==> config.mk <==
export PLATFORM = sky130hd
export DESIGN_NAME = grp_cmp_timer
export DESIGN_NICKNAME = d
export VERILOG_FILES = /design/src/rtl/gct_pkg.sv /design/src/rtl/gct_counter.sv /design/src/rtl/gct_load_ctrl.sv /design/src/rtl/gct_channel.sv /design/src/rtl/grp_cmp_timer.sv
export SDC_FILE = /design/constraint.sdc
export NUM_CORES = 1
export LEC_CHECK = 0
export CAP_MARGIN = 20
export CORE_MARGIN = 2
export CORE_UTILIZATION = 55
export CTS_BUF_LIST = sky130_fd_sc_hd__clkbuf_4
export DETAILED_ROUTE_END_ITERATION = 7
export PLACE_DENSITY = 0.88
export REMOVE_ABC_BUFFERS = 1
export SYNTH_ARGS = -nofsm -noshare
export SYNTH_HDL_FRONTEND = slang
export SYNTH_HIERARCHICAL = 1
export SYNTH_SLANG_ARGS = --single-unit
==> constraint.sdc <==
create_clock -name clk -period 6.8 [get_ports clk]
set_input_delay 1.36 -clock clk [delete_from_list [all_inputs] [get_ports clk]]
set_output_delay 1.36 -clock clk [all_outputs]
set_load 0.05 [all_outputs]
==> src/rtl/gct_pkg.sv <==
package gct_pkg;
  localparam int unsigned CNT_W = 16;
  typedef logic [CNT_W-1:0] cnt_t;

  typedef enum logic [1:0] {
    LD_ON_WRITE = 2'd0,
    LD_AT_ZERO  = 2'd1,
    LD_AT_TURN  = 2'd2,
    LD_AT_CH0   = 2'd3
  } ld_src_e;

  // counter maximum for each length code (16/12/10/8 bits)
  function automatic cnt_t len_mask(input logic [1:0] sel);
    case (sel)
      2'd0:    return {CNT_W{1'b1}};
      2'd1:    return {CNT_W{1'b1}} >> 4;
      2'd2:    return {CNT_W{1'b1}} >> 6;
      default: return {CNT_W{1'b1}} >> 8;
    endcase
  endfunction

  // lowest channel of the group a channel belongs to
  function automatic int unsigned group_leader(input int unsigned ch,
                                               input logic [1:0]  grp,
                                               input int unsigned nch);
    int unsigned half;
    half = (nch - 1) / 2;
    if (ch == 0) return 0;
    case (grp)
      2'd0:    return ch;
      2'd1:    return ((ch - 1) / 2) * 2 + 1;
      2'd2:    return (ch <= half) ? 1 : half + 1;
      default: return 1;
    endcase
  endfunction
endpackage

==> src/rtl/gct_counter.sv <==
module gct_counter
  import gct_pkg::*;
(
  input  logic       clk,
  input  logic       rst_n,
  input  logic       tick,
  input  logic       clr,
  input  logic       updown,
  input  logic [1:0] len_sel,
  output cnt_t       count,
  output logic       at_zero,
  output logic       at_turn,
  output logic       wrap
);
  cnt_t mask, m, cnt_q, cnt_d;
  logic up_q, up_d, live;

  always_comb begin
    mask  = len_mask(len_sel);
    m     = cnt_q & mask;
    cnt_d = m;
    up_d  = up_q;
    if (clr) begin
      cnt_d = '0;
      up_d  = 1'b1;
    end else if (tick) begin
      if (!updown) begin
        up_d  = 1'b1;
        cnt_d = (m == mask) ? '0 : m + 1'b1;
      end else if (up_q) begin
        if (m == mask) begin
          cnt_d = m - 1'b1;
          up_d  = 1'b0;
        end else begin
          cnt_d = m + 1'b1;
        end
      end else begin
        if (m == '0) begin
          cnt_d = cnt_t'(1);
          up_d  = 1'b1;
        end else begin
          cnt_d = m - 1'b1;
        end
      end
    end
  end

  always_comb begin
    live    = tick & ~clr;
    at_zero = live && (m == '0);
    at_turn = live && updown && (up_q ? (m == mask) : (m == '0));
    wrap    = live && (updown ? (!up_q && m == cnt_t'(1)) : (m == mask));
    count   = m;
  end

  always_ff @(posedge clk or negedge rst_n) begin
    if (!rst_n) begin
      cnt_q <= '0;
      up_q  <= 1'b1;
    end else begin
      cnt_q <= cnt_d;
      up_q  <= up_d;
    end
  end
endmodule

==> src/rtl/gct_load_ctrl.sv <==
module gct_load_ctrl
  import gct_pkg::*;
#(
  parameter int unsigned NCH = 7
) (
  input  logic [2*NCH-1:0] ld_src,
  input  logic [1:0]       grp_sel,
  input  logic             at_zero,
  input  logic             at_turn,
  input  logic             at_ch0,
  output logic [NCH-1:0]   fire
);
  localparam int unsigned IW = (NCH > 1) ? $clog2(NCH) : 1;

  logic [NCH-1:0] own;

  always_comb begin
    for (int i = 0; i < NCH; i++) begin
      case (ld_src_e'(ld_src[2*i +: 2]))
        LD_ON_WRITE: own[i] = 1'b1;
        LD_AT_ZERO:  own[i] = at_zero;
        LD_AT_TURN:  own[i] = at_turn;
        default:     own[i] = at_ch0;
      endcase
    end
    for (int i = 0; i < NCH; i++) begin
      fire[i] = own[IW'(group_leader(i, grp_sel, NCH))];
    end
  end
endmodule

==> src/rtl/gct_channel.sv <==
module gct_channel
  import gct_pkg::*;
(
  input  logic clk,
  input  logic rst_n,
  input  logic tick,
  input  logic wr_en,
  input  cnt_t wr_data,
  input  logic fire,
  input  cnt_t count,
  output cnt_t active,
  output logic match
);
  cnt_t sh_q, sh_d, act_q, act_d;

  always_comb begin
    sh_d   = wr_en ? wr_data : sh_q;
    act_d  = fire ? sh_d : act_q;
    active = act_q;
    match  = tick && (count == act_q);
  end

  always_ff @(posedge clk or negedge rst_n) begin
    if (!rst_n) begin
      sh_q  <= '0;
      act_q <= '0;
    end else begin
      sh_q  <= sh_d;
      act_q <= act_d;
    end
  end
endmodule

==> src/rtl/grp_cmp_timer.sv <==
module grp_cmp_timer
  import gct_pkg::*;
#(
  parameter int unsigned NCH = 7
) (
  input  logic                 clk,
  input  logic                 rst_n,
  input  logic                 tick,
  input  logic                 clr,
  input  logic [1:0]           len_sel,
  input  logic                 updown,
  input  logic [1:0]           grp_sel,
  input  logic [2*NCH-1:0]     ld_src,
  input  logic [NCH-1:0]       wr_en,
  input  logic [CNT_W*NCH-1:0] wr_data,
  input  logic                 flag_clr,
  input  logic                 irq_en,
  output logic [CNT_W-1:0]     count,
  output logic [CNT_W*NCH-1:0] active,
  output logic [NCH-1:0]       match,
  output logic                 ovf_flag,
  output logic                 irq
);
  logic           at_zero, at_turn, wrap, at_ch0;
  logic [NCH-1:0] fire;
  logic           flag_q, flag_d;

  gct_counter u_cnt (
    .clk(clk), .rst_n(rst_n), .tick(tick), .clr(clr), .updown(updown),
    .len_sel(len_sel), .count(count), .at_zero(at_zero),
    .at_turn(at_turn), .wrap(wrap)
  );

  always_comb at_ch0 = match[0] & ~clr;

  gct_load_ctrl #(.NCH(NCH)) u_ld (
    .ld_src(ld_src), .grp_sel(grp_sel), .at_zero(at_zero),
    .at_turn(at_turn), .at_ch0(at_ch0), .fire(fire)
  );

  for (genvar i = 0; i < NCH; i++) begin : g_ch
    gct_channel u_ch (
      .clk(clk), .rst_n(rst_n), .tick(tick), .wr_en(wr_en[i]),
      .wr_data(wr_data[i*CNT_W +: CNT_W]), .fire(fire[i]), .count(count),
      .active(active[i*CNT_W +: CNT_W]), .match(match[i])
    );
  end

  always_comb begin
    flag_d = flag_q;
    if (wrap)          flag_d = 1'b1;
    else if (flag_clr) flag_d = 1'b0;
    ovf_flag = flag_q;
    irq      = flag_q & irq_en;
  end

  always_ff @(posedge clk or negedge rst_n) begin
    if (!rst_n) flag_q <= 1'b0;
    else        flag_q <= flag_d;
  end
endmodule

After elaboration in Yosys (flattened, before gate mapping)
Cells that the tools add are included.
- register bits: 242
- input port bits: 144
- output and inout bits: 137
- reductions and logical operators: 27
- equality and inequality tests: 27
- $add $sub $neg: 2
- muxes and demuxes: 47
- magnitude comparators: 5
- bitwise operators: 5
- operators by type and width (operator ; number):
    $mux 16 ; 14
    $eq 16x16->1 ; 8
    $pmux 16 s3 ; 1
    $pmux 1 s3 ; 7
    $eq 2x1->1 const B ; 9
    $eq 2x2->1 const B ; 9
    $logic_not 2->1 ; 9
    $add 16x1->16 const B ; 1
    $and 16x16->16 ; 1
    $eq 16x1->1 const B ; 1
    $logic_not 16->1 ; 1
    $sub 16x1->16 const B ; 1
    $bmux 1 s3 ; 5
    $mux 1 ; 15
    $logic_and 1x1->1 ; 12
    $lt 3x4->1 const B ; 3
    $pmux 3 s2 ; 2
    $pmux 3 s3 ; 1
    $lt 2x4->1 const B ; 2
    $mux 2 ; 2
    $reduce_bool 2->1 ; 2
    $reduce_or 2->1 ; 2
    $and 1x1->1 ; 3
    $logic_not 1->1 ; 1
    $not 1->1 ; 1

Logic depth before layout (Yosys ltp)
Gate-level depths: netlist of the first run.
- depth in word-level cells: 9
- mapped depth: 16
- mapped depth without buffers: 13

Hierarchy
The synthesis of the first run kept the hierarchy.
- by module, submodules not included (module ; instances ; area an instance (µm²) ; cells an instance):
    gct_channel ; 7 ; 1458.9 ; 90
    gct_counter ; 1 ; 1754.2 ; 227
    gct_load_ctrl ; 1 ; 242.7 ; 30
    grp_cmp_timer ; 1 ; 48.8 ; 5

Least setup slack after synthesis of the first run
OpenSTA, ideal clock, no wires.
- kind: input -> register
- start point: in len_sel[1]
- end point: reg g_ch[5].u_ch.act_q[13]
- library setup time: 0.125 ns
- stages on the path: 16
- path buffers: 3
- slack: 0.846 ns
- data required time: 6.675 ns
- arrival: 5.829 ns
- cells stage by stage: clkbuf_8 nor2_1 nand2_1 inv_1 xor2_1 nor4_1 nand4_1 nor4_2 nor2b_1 mux2i_1 a21oi_2 a32o_1 or2_1 buf_2 buf_2 mux2_2
- word-level cells in the longest chain between the ends: 9
- elaborated cells on any way between the ends: 22
- classes of those cells: eq/ne (4); mux (11); bitwise (2); reduce/logical (5)
- ends and longest elaborated chain (what ; RTL line ; text):
    from (decl) ; grp_cmp_timer.sv:10 ; input logic [1:0] len_sel,
    $eq 2x2->1, or another cell as far along ; gct_pkg.sv:14 ; case (sel)
    $pmux 16 s3 * ; gct_pkg.sv:14 ;
    $and 16x16->16 * ; gct_counter.sv:20 ; m = cnt_q & mask;
    via count[12] ; grp_cmp_timer.sv:18 ; output logic [CNT_W-1:0] count,
    $eq 16x16->1 * ; gct_channel.sv:20 ; match = tick && (count == act_q);
    $logic_and 1x1->1 * ; gct_channel.sv:20 ;
    via match[0] ; grp_cmp_timer.sv:20 ; output logic [NCH-1:0] match,
    $and 1x1->1 * ; grp_cmp_timer.sv:34 ; always_comb at_ch0 = match[0] & ~clr;
    via at_ch0 ; grp_cmp_timer.sv:24 ; logic at_zero, at_turn, wrap, at_ch0;
    $pmux 1 s3 * ; gct_load_ctrl.sv:19 ; case (ld_src_e'(ld_src[2*i +: 2]))
    via fire[1] ; grp_cmp_timer.sv:25 ; logic [NCH-1:0] fire;
    $bmux 1 s3 * ; gct_load_ctrl.sv:27 ; fire[i] = own[IW'(group_leader(i, grp_sel, NCH))];
    $mux 1 (not written as such) * ; gct_load_ctrl.sv:27 ;
    via fire[5] ; grp_cmp_timer.sv:25 ;
    to (signal assigned) ; gct_channel.sv:29 ; act_q <= act_d;
    to (decl) ; gct_channel.sv:14 ; cnt_t sh_q, sh_d, act_q, act_d;
The timed path passes the listed nets; every way through them passes the cells marked *. The select of a mux whose other input is x is not followed.
A chain may end at the register's enable or synchronous reset.

Worst setup path in the final report of the first run
- start point: in len_sel[1]
- end point: out match[6]
- word-level cells in the longest chain between the ends: 5
- elaborated cells on any way between the ends: 7
- classes of those cells: eq/ne (3); mux (1); bitwise (1); reduce/logical (2)
- ends and longest elaborated chain (what ; RTL line):
    $eq 2x2->1, or another cell as far along ; gct_pkg.sv:14
    $pmux 16 s3 * ; gct_pkg.sv:14
    $and 16x16->16 * ; gct_counter.sv:20
    $eq 16x16->1 * ; gct_channel.sv:20
    $logic_and 1x1->1 * ; gct_channel.sv:20
    to (decl) ; grp_cmp_timer.sv:20
Every way passes the cells marked *; elsewhere a longest branch is shown, timed or not.

==> reports/summary.txt, run 1 <==
Final Cycle Share = 90.7%
Detail Placement HPWL = 22.8 mm
Clk pin slew, worst setup/hold paths = 60 ps
# hold bufs at CTS = 0
TritonRoute pass-1 iters = 5
Critical Path Fanout Max = 10
Final nets = 1342
Simple-gate share of the synthesized area = 7.52%
Routed Antenna Nets = 0
CTS tree = done
Synth-to-Final Area Change = 28.6%
Reg2Reg Setup Slack = 2110 ps
Post-placement setup slack = 677 ps
Setup-failing EPs final = 0
Status = complete, no violations
Site row count = 54
Worst vdd ir = 245 µV
Gr ovfl total = 0
Area of the multi-input gates = 5680 µm²
Setup Fix Bufs, Post-CTS = 0
Post-route DRC = 0
Avg Cell Area, Syn = 13.7 µm²
Yosys reg bits = 242
Multiplexer share of the synthesized area = 25.6%
Ys flop type = dfrtp_1
Synth Warn # = 6
Clock Path Buffers = 3
Placed Cells = 1411
Syn Std Cell Area = 12300 µm²
Worst EP arrival = 4810 ps
Seq/Total Area, Yosys = 49.4%
Slew @ Worst Pin = 1160 ps
Max_cap viols = 0
Cells resized by post-CTS repair = 0
Htree depth = 2
Fin util = 72.2%
Initial antenna violation count = 0
Worst clock skew = 55.1 ps
Setup crit start kind = input pin
Vias in the first global route = 8997
Yosys top cell area share = 49.2%
Ant diodes = 0
Routed via count = 8580
Crit path time final = 6170 ps
Worst-Skew Late Latency = 700 ps
Min-Delay Path Class = reg2reg
Max Transition Viols Final = 0
CTS sink cnt = 242
GP Congestion = 0.905
CP required = 5440 ps
Unrepaired setup endpoints after global routing = no
CP Capture Type = output pin
Rel. slew slack = 22.6%
Die span in y = 153 µm
First-pass GRT wire length = 52.1 mm
Synth Area in Adders = 0.408%
Fillers = 1486
Synth cell types = 71
Largest net degree at the start of global routing = 158
Pwr Total = 4.66 mW
Largest family of logic cells by synthesized area = multiplexers
Async set-or-reset flop fraction in the synthesized netlist = 100%
Ranking of synthesized cells by area = dfrtp_1 49%, mux2_4 17%, mux2_2 7.7%, xnor2_1 6.2%, xor2_1 2.0%
Chip width = 153 µm
Top-Level Pins = 281
Sequential cell area = 6060 µm²
Post-synthesis compound-gate area fraction = 4.55%
Via density per instance = 5.63
Layout cells sized above 1 = 28.6%
WS Path Type = in2out
Post-synth EDFFs = 0
Max frequency = 162 MHz
Cells after Synth = 892
Most frequent cell after synthesis = dfrtp_1
Port buffer count = 280
CTS buffer count = 61
Core outline area = 21800 µm²
Clock Root Buffer = clkbuf_4
Final-report hold violation count = 0
DR iter-0 viols = 459
WL/cell = 22.0 µm
Die ar. = 23500 µm²
Power density cells = 295 nW/µm²
Post-Route WL = 33.5 mm
Starting density of the core = 56.2%
Yosys top cell by area = dfrtp_1
Pleak = 6.77 nW
XOR/XNOR Fraction of Synth Area = 8.22%
Total track usage = 28.4%
Commonest cells post-synth = 241 x dfrtp_1, 140 x mux2_4, 87 x xnor2_1
Non-Filler Instances = 1523
Final setup margin = 635 ps
[metal layers]
metal  share of wire (%)  up-vias  track usage, %
met5                   0        -               0
met4                 3.5        0            11.3
met3                 6.6       75            6.07
met2                  48      370            46.2
met1                  42     4297            37.3
li1                    -     3838               -
[sequential cells by signal, summed over array words and instances, names as in the netlist]
register and count:
g_ch.u_ch/sh_q 112, u_cnt/up_q 1, g_ch.u_ch/active 112, u_cnt/cnt_q 16
ovf_flag 1
[area by class of cell]
class                      count  share of cell area (%)
sequential                   242                    38.4
multi-input combinational    587                    36.0
timing repair buffer         289                    18.3
clock buffer                  79                    3.76
tap                          280                    2.22
clock inverter                33                   0.921
inverter                      13                   0.310
[where the power goes]
| part | internal, mW | switching, mW |
|---|---|---|
| registers | 1.66 | 0.233 |
| logic | 0.716 | 0.886 |
| clock network | 0.553 | 0.611 |
| total | 2.93 | 1.73 |
[critical path, stage by stage]
cell	delay, ps
clkdlybuf4s50_1	560
nor2_1	420
nand2_1	210
inv_1	320
buf_4	260
xor2_1	80
nor4_1	290
nand4_1	150
nor4_2	270
clkdlybuf4s50_1	870
[stage by stage]
stage | hold slack [ps] | cell area [µm²] | setup TNS (ps)
after floorplan | 468 | 11800 | -297
after global placement | 475 | 15000 | 0
after detailed placement | 477 | 15000 | 0
after CTS | 496 | 15800 | 0
after global routing | 503 | 15800 | 0
final | 495 | 15800 | 0
[kinds of logic (layout without fill, tap and decap cells)]
group | count (synthesis) | after routing
compound gates | 81 | 81
xor+xnor | 115 | 115
fa+ha+maj | 4 | 4
buf+inv | 63 | 414
flops | 242 | 242
mux | 233 | 233
simple gates | 154 | 154
[cell usage in the layout (no fill, tap or decap), types with 9 or more instances in the layout]
| cell | n |
|---|---|
| a21oi_1 | 19 |
| clkbuf_4 | 79 |
| clkdlybuf4s50_1 | 279 |
| clkinv_1 | 18 |
| clkinv_2 | 11 |
| dfrtp_1 | 241 |
| inv_1 | 13 |
| mux2_2 | 84 |
| mux2_4 | 140 |
| mux2i_1 | 9 |
| nand2_1 | 36 |
| nand4_1 | 28 |
| nor2_1 | 20 |
| o21ai_0 | 14 |
| xnor2_1 | 87 |
| xor2_1 | 28 |
[final timing paths]
check,from,end,cells past startpoint
setup / recovery,len_sel[1],match[6],10
hold / removal,g_ch[6].u_ch/sh_q[1],g_ch[6].u_ch/sh_q[1],1
setup reg to reg,u_cnt/cnt_q[0],g_ch[2].u_ch/active[15],11
hold reg to reg,g_ch[6].u_ch/sh_q[1],g_ch[6].u_ch/sh_q[1],1
max in group asynchronous,rst_n,g_ch[6].u_ch/active[12],2
min in group asynchronous,rst_n,g_ch[4].u_ch/active[4],1
(Power assumes the default switching activity.)
==> run 2, diff against run 1 <==
PLACE_DENSITY = 0.95   (was 0.88)
==> run 2 against run 1 <==
Worst setup slack worse by 210 ps. Final cell count up 0.72%. Core utilization up 1.1 points. Design area up 1.5%. Register-to-register slack worse by 80 ps. Highest routed layer unchanged.
==> reports/summary.txt, run 2 (synthesized netlist as in run 1, its figures left out) <==
Status = complete, no violations
Core outline area = 21800 µm² (unchanged)
Die ar. = 23500 µm² (unchanged)
Critical Path Fanout Max = 12 (+2)
Worst vdd ir = 244 µV (about the same)
CP required = 5440 ps (about the same)
Min-Delay Path Class = reg2reg
Crit path time final = 6380 ps (+210 ps)
Final instance area = 16000 µm² (+1.5%)
Cells on worst reg2reg path = 12 (+1)
Port buffer count = 280 (unchanged)
Total track usage = 30.5% (+2.1 points)
DR iter-0 viols = 456 (-0.65%)
Commonest cells after routing, fill and taps aside = 279 x clkdlybuf4s50_1, 241 x dfrtp_1, 140 x mux2_4, 103 x clkbuf_4, 87 x xnor2_1
Max_cap viols = 0 (unchanged)
Layout cells sized above 1 = 30.0% (+1.4 points)
Top-Level Pins = 281 (unchanged)
RR Startpoint = u_cnt/cnt_q[2]
Final Cycle Share = 93.8% (+3.1 points)
Post-placement setup slack = 515 ps (-162 ps)
Worst EP arrival = 5020 ps (+210 ps)
Synth-to-Final Area Change = 30.5%
Max Transition Viols Final = 0 (unchanged)
Starting density of the core = 56.2% (unchanged)
Vias in the first global route = 9583 (+6.5%)
Final nets = 1351 (+0.67%)
Cell Area, Placed = 15000 µm² (about the same)
Post-route DRC = 0 (unchanged)
Power density cells = 311 nW/µm² (+5.2%)
Pleak = 6.90 nW (+1.9%)
First-pass GRT wire length = 55.3 mm (+6.2%)
Setup Fix Bufs, Post-CTS = 0 (unchanged)
Cells resized by post-CTS repair = 0 (unchanged)
Setup crit start kind = input pin
Rel. slew slack = 28.7% (+6.1 points)
CTS buffer count = 66 (+8.2%)
Worst-Skew Late Latency = 670 ps (-30 ps)
Unrepaired setup endpoints after global routing = no
Setup-failing EPs final = 0 (unchanged)
# hold bufs at CTS = 0 (unchanged)
RR Endpoint = g_ch[6].u_ch/active[2]
Post-Route WL = 35.7 mm (+6.5%)
Routed Antenna Nets = 0 (unchanged)
Detail Placement HPWL = 23.8 mm (+4.3%)
Site row count = 54 (unchanged)
Routed via count = 8827 (+2.9%)
WS Path Type = in2out
WL/cell = 23.3 µm (+5.8%)
Fin util = 73.3% (+1.1 points)
Hold depth = 1 (unchanged)
CTS sink cnt = 242 (unchanged)
Gr ovfl total = 0 (unchanged)
Htree depth = 3 (+1)
Max frequency = 157 MHz (-3.3%)
Final setup margin = 425 ps (-210 ps)
Hold Path End = g_ch[3].u_ch/sh_q[11]
CTS tree = done
Via density per instance = 5.75 (+2.1%)
Hold Crit Start = g_ch[3].u_ch/sh_q[11]
Largest net degree at the start of global routing = 108 (-32%)
Final-report hold violation count = 0 (unchanged)
Worst clock skew = 54.5 ps (-0.522 ps)
Commonest non-fill, non-tap cell in the layout = clkdlybuf4s50_1
Die span in y = 153 µm (unchanged)
Clk pin slew, worst setup/hold paths = 60 ps (about the same)
GP Congestion = 0.874 (-3.4%)
Chip width = 153 µm (unchanged)
CP Capture Type = output pin
Clock Path Buffers = 3 (unchanged)
Reg2Reg Setup Slack = 2030 ps (-80 ps)
Slew @ Worst Pin = 1070 ps (-85.7 ps)
Initial antenna violation count = 2 (+2)
TritonRoute pass-1 iters = 5 (unchanged)
Clock Root Buffer = clkbuf_4
-- run 2: cell types whose count changed in the layout (fill, tap and decap cells not counted), moves of 2 or more --
cell / change
clkbuf_4: +24
clkinv_1: -11
clkinv_2: -10
buf_4: +4
bufinv_16: +4
diode_2: +2
-- run 2: worst max path at each step --
| stage | start | end | slack, ps | depth (start not counted) |
|---|---|---|---|---|
| 2_1_floorplan | len_sel[1] | g_ch[4].u_ch/active[0] | -50 | 13 |
| 3_3_place_gp | len_sel[1] | match[0] | 620 | 9 |
| 4_1_cts | len_sel[1] | match[3] | 470 | 9 |
| 3_5_place_dp | len_sel[1] | match[0] | 510 | 9 |
| 5_1_grt | len_sel[1] | match[6] | 210 | 9 |
| 6_report | len_sel[1] | match[3] | 420 | 9 |
-- run 2: power by group --
| group | leakage, nW | internal (mW) | total (mW) | switching, mW |
|---|---|---|---|---|
| sequential | 2.87 | 1.66 | 1.88 | 0.223 |
| combinational | 3.48 | 0.719 | 1.62 | 0.905 |
| clock | 0.550 | 0.841 | 1.47 | 0.627 |
| total | 6.90 | 3.22 | 4.97 | 1.75 |
-- run 2: layout make-up --
cell class / count / area, µm²
clock inverters: 14 / 163
inverters: 13 / 48.8
flip-flops and latches: 242 / 6060
well taps: 280 / 350
repair buffers: 293 / 2930
fillers: 1385 / 5820
diodes: 2 / 5.00
clock buffers: 103 / 773
multi-input cells: 587 / 5680
-- run 2: metal layers --
layer / track usage (%) / vias to the layer above / share of wire (%)
met5: 0 / - / 0
met4: 14.8 / 0 / 3.9
met1: 37.5 / 4430 / 39
met3: 7.06 / 94 / 7.9
met2: 50.9 / 463 / 49
li1: - / 3840 / -
-- run 2: critical path, stage by stage --
cell and delay (ps):
clkdlybuf4s50_1 560, nor2_1 430, nand2_1 220, inv_1 660, xor2_1 180, nor4_1 380, nand4_1 150, nor4_2 220
clkdlybuf4s50_1 860
-- run 2: metrics by stage --
stage / hold slack [ps] / total power [mW] / cells / setup TNS, ps
2_1_floorplan: 468 / 2.89 / 842 / -297
3_3_place_gp: 476 / 3.47 / 1414 / 0
3_5_place_dp: 478 / 3.52 / 1414 / 0
4_1_cts: 493 / 5.00 / 1531 / 0
5_1_grt: 503 / 5.18 / 1534 / 0
6_report: 493 / 4.97 / 1534 / 0
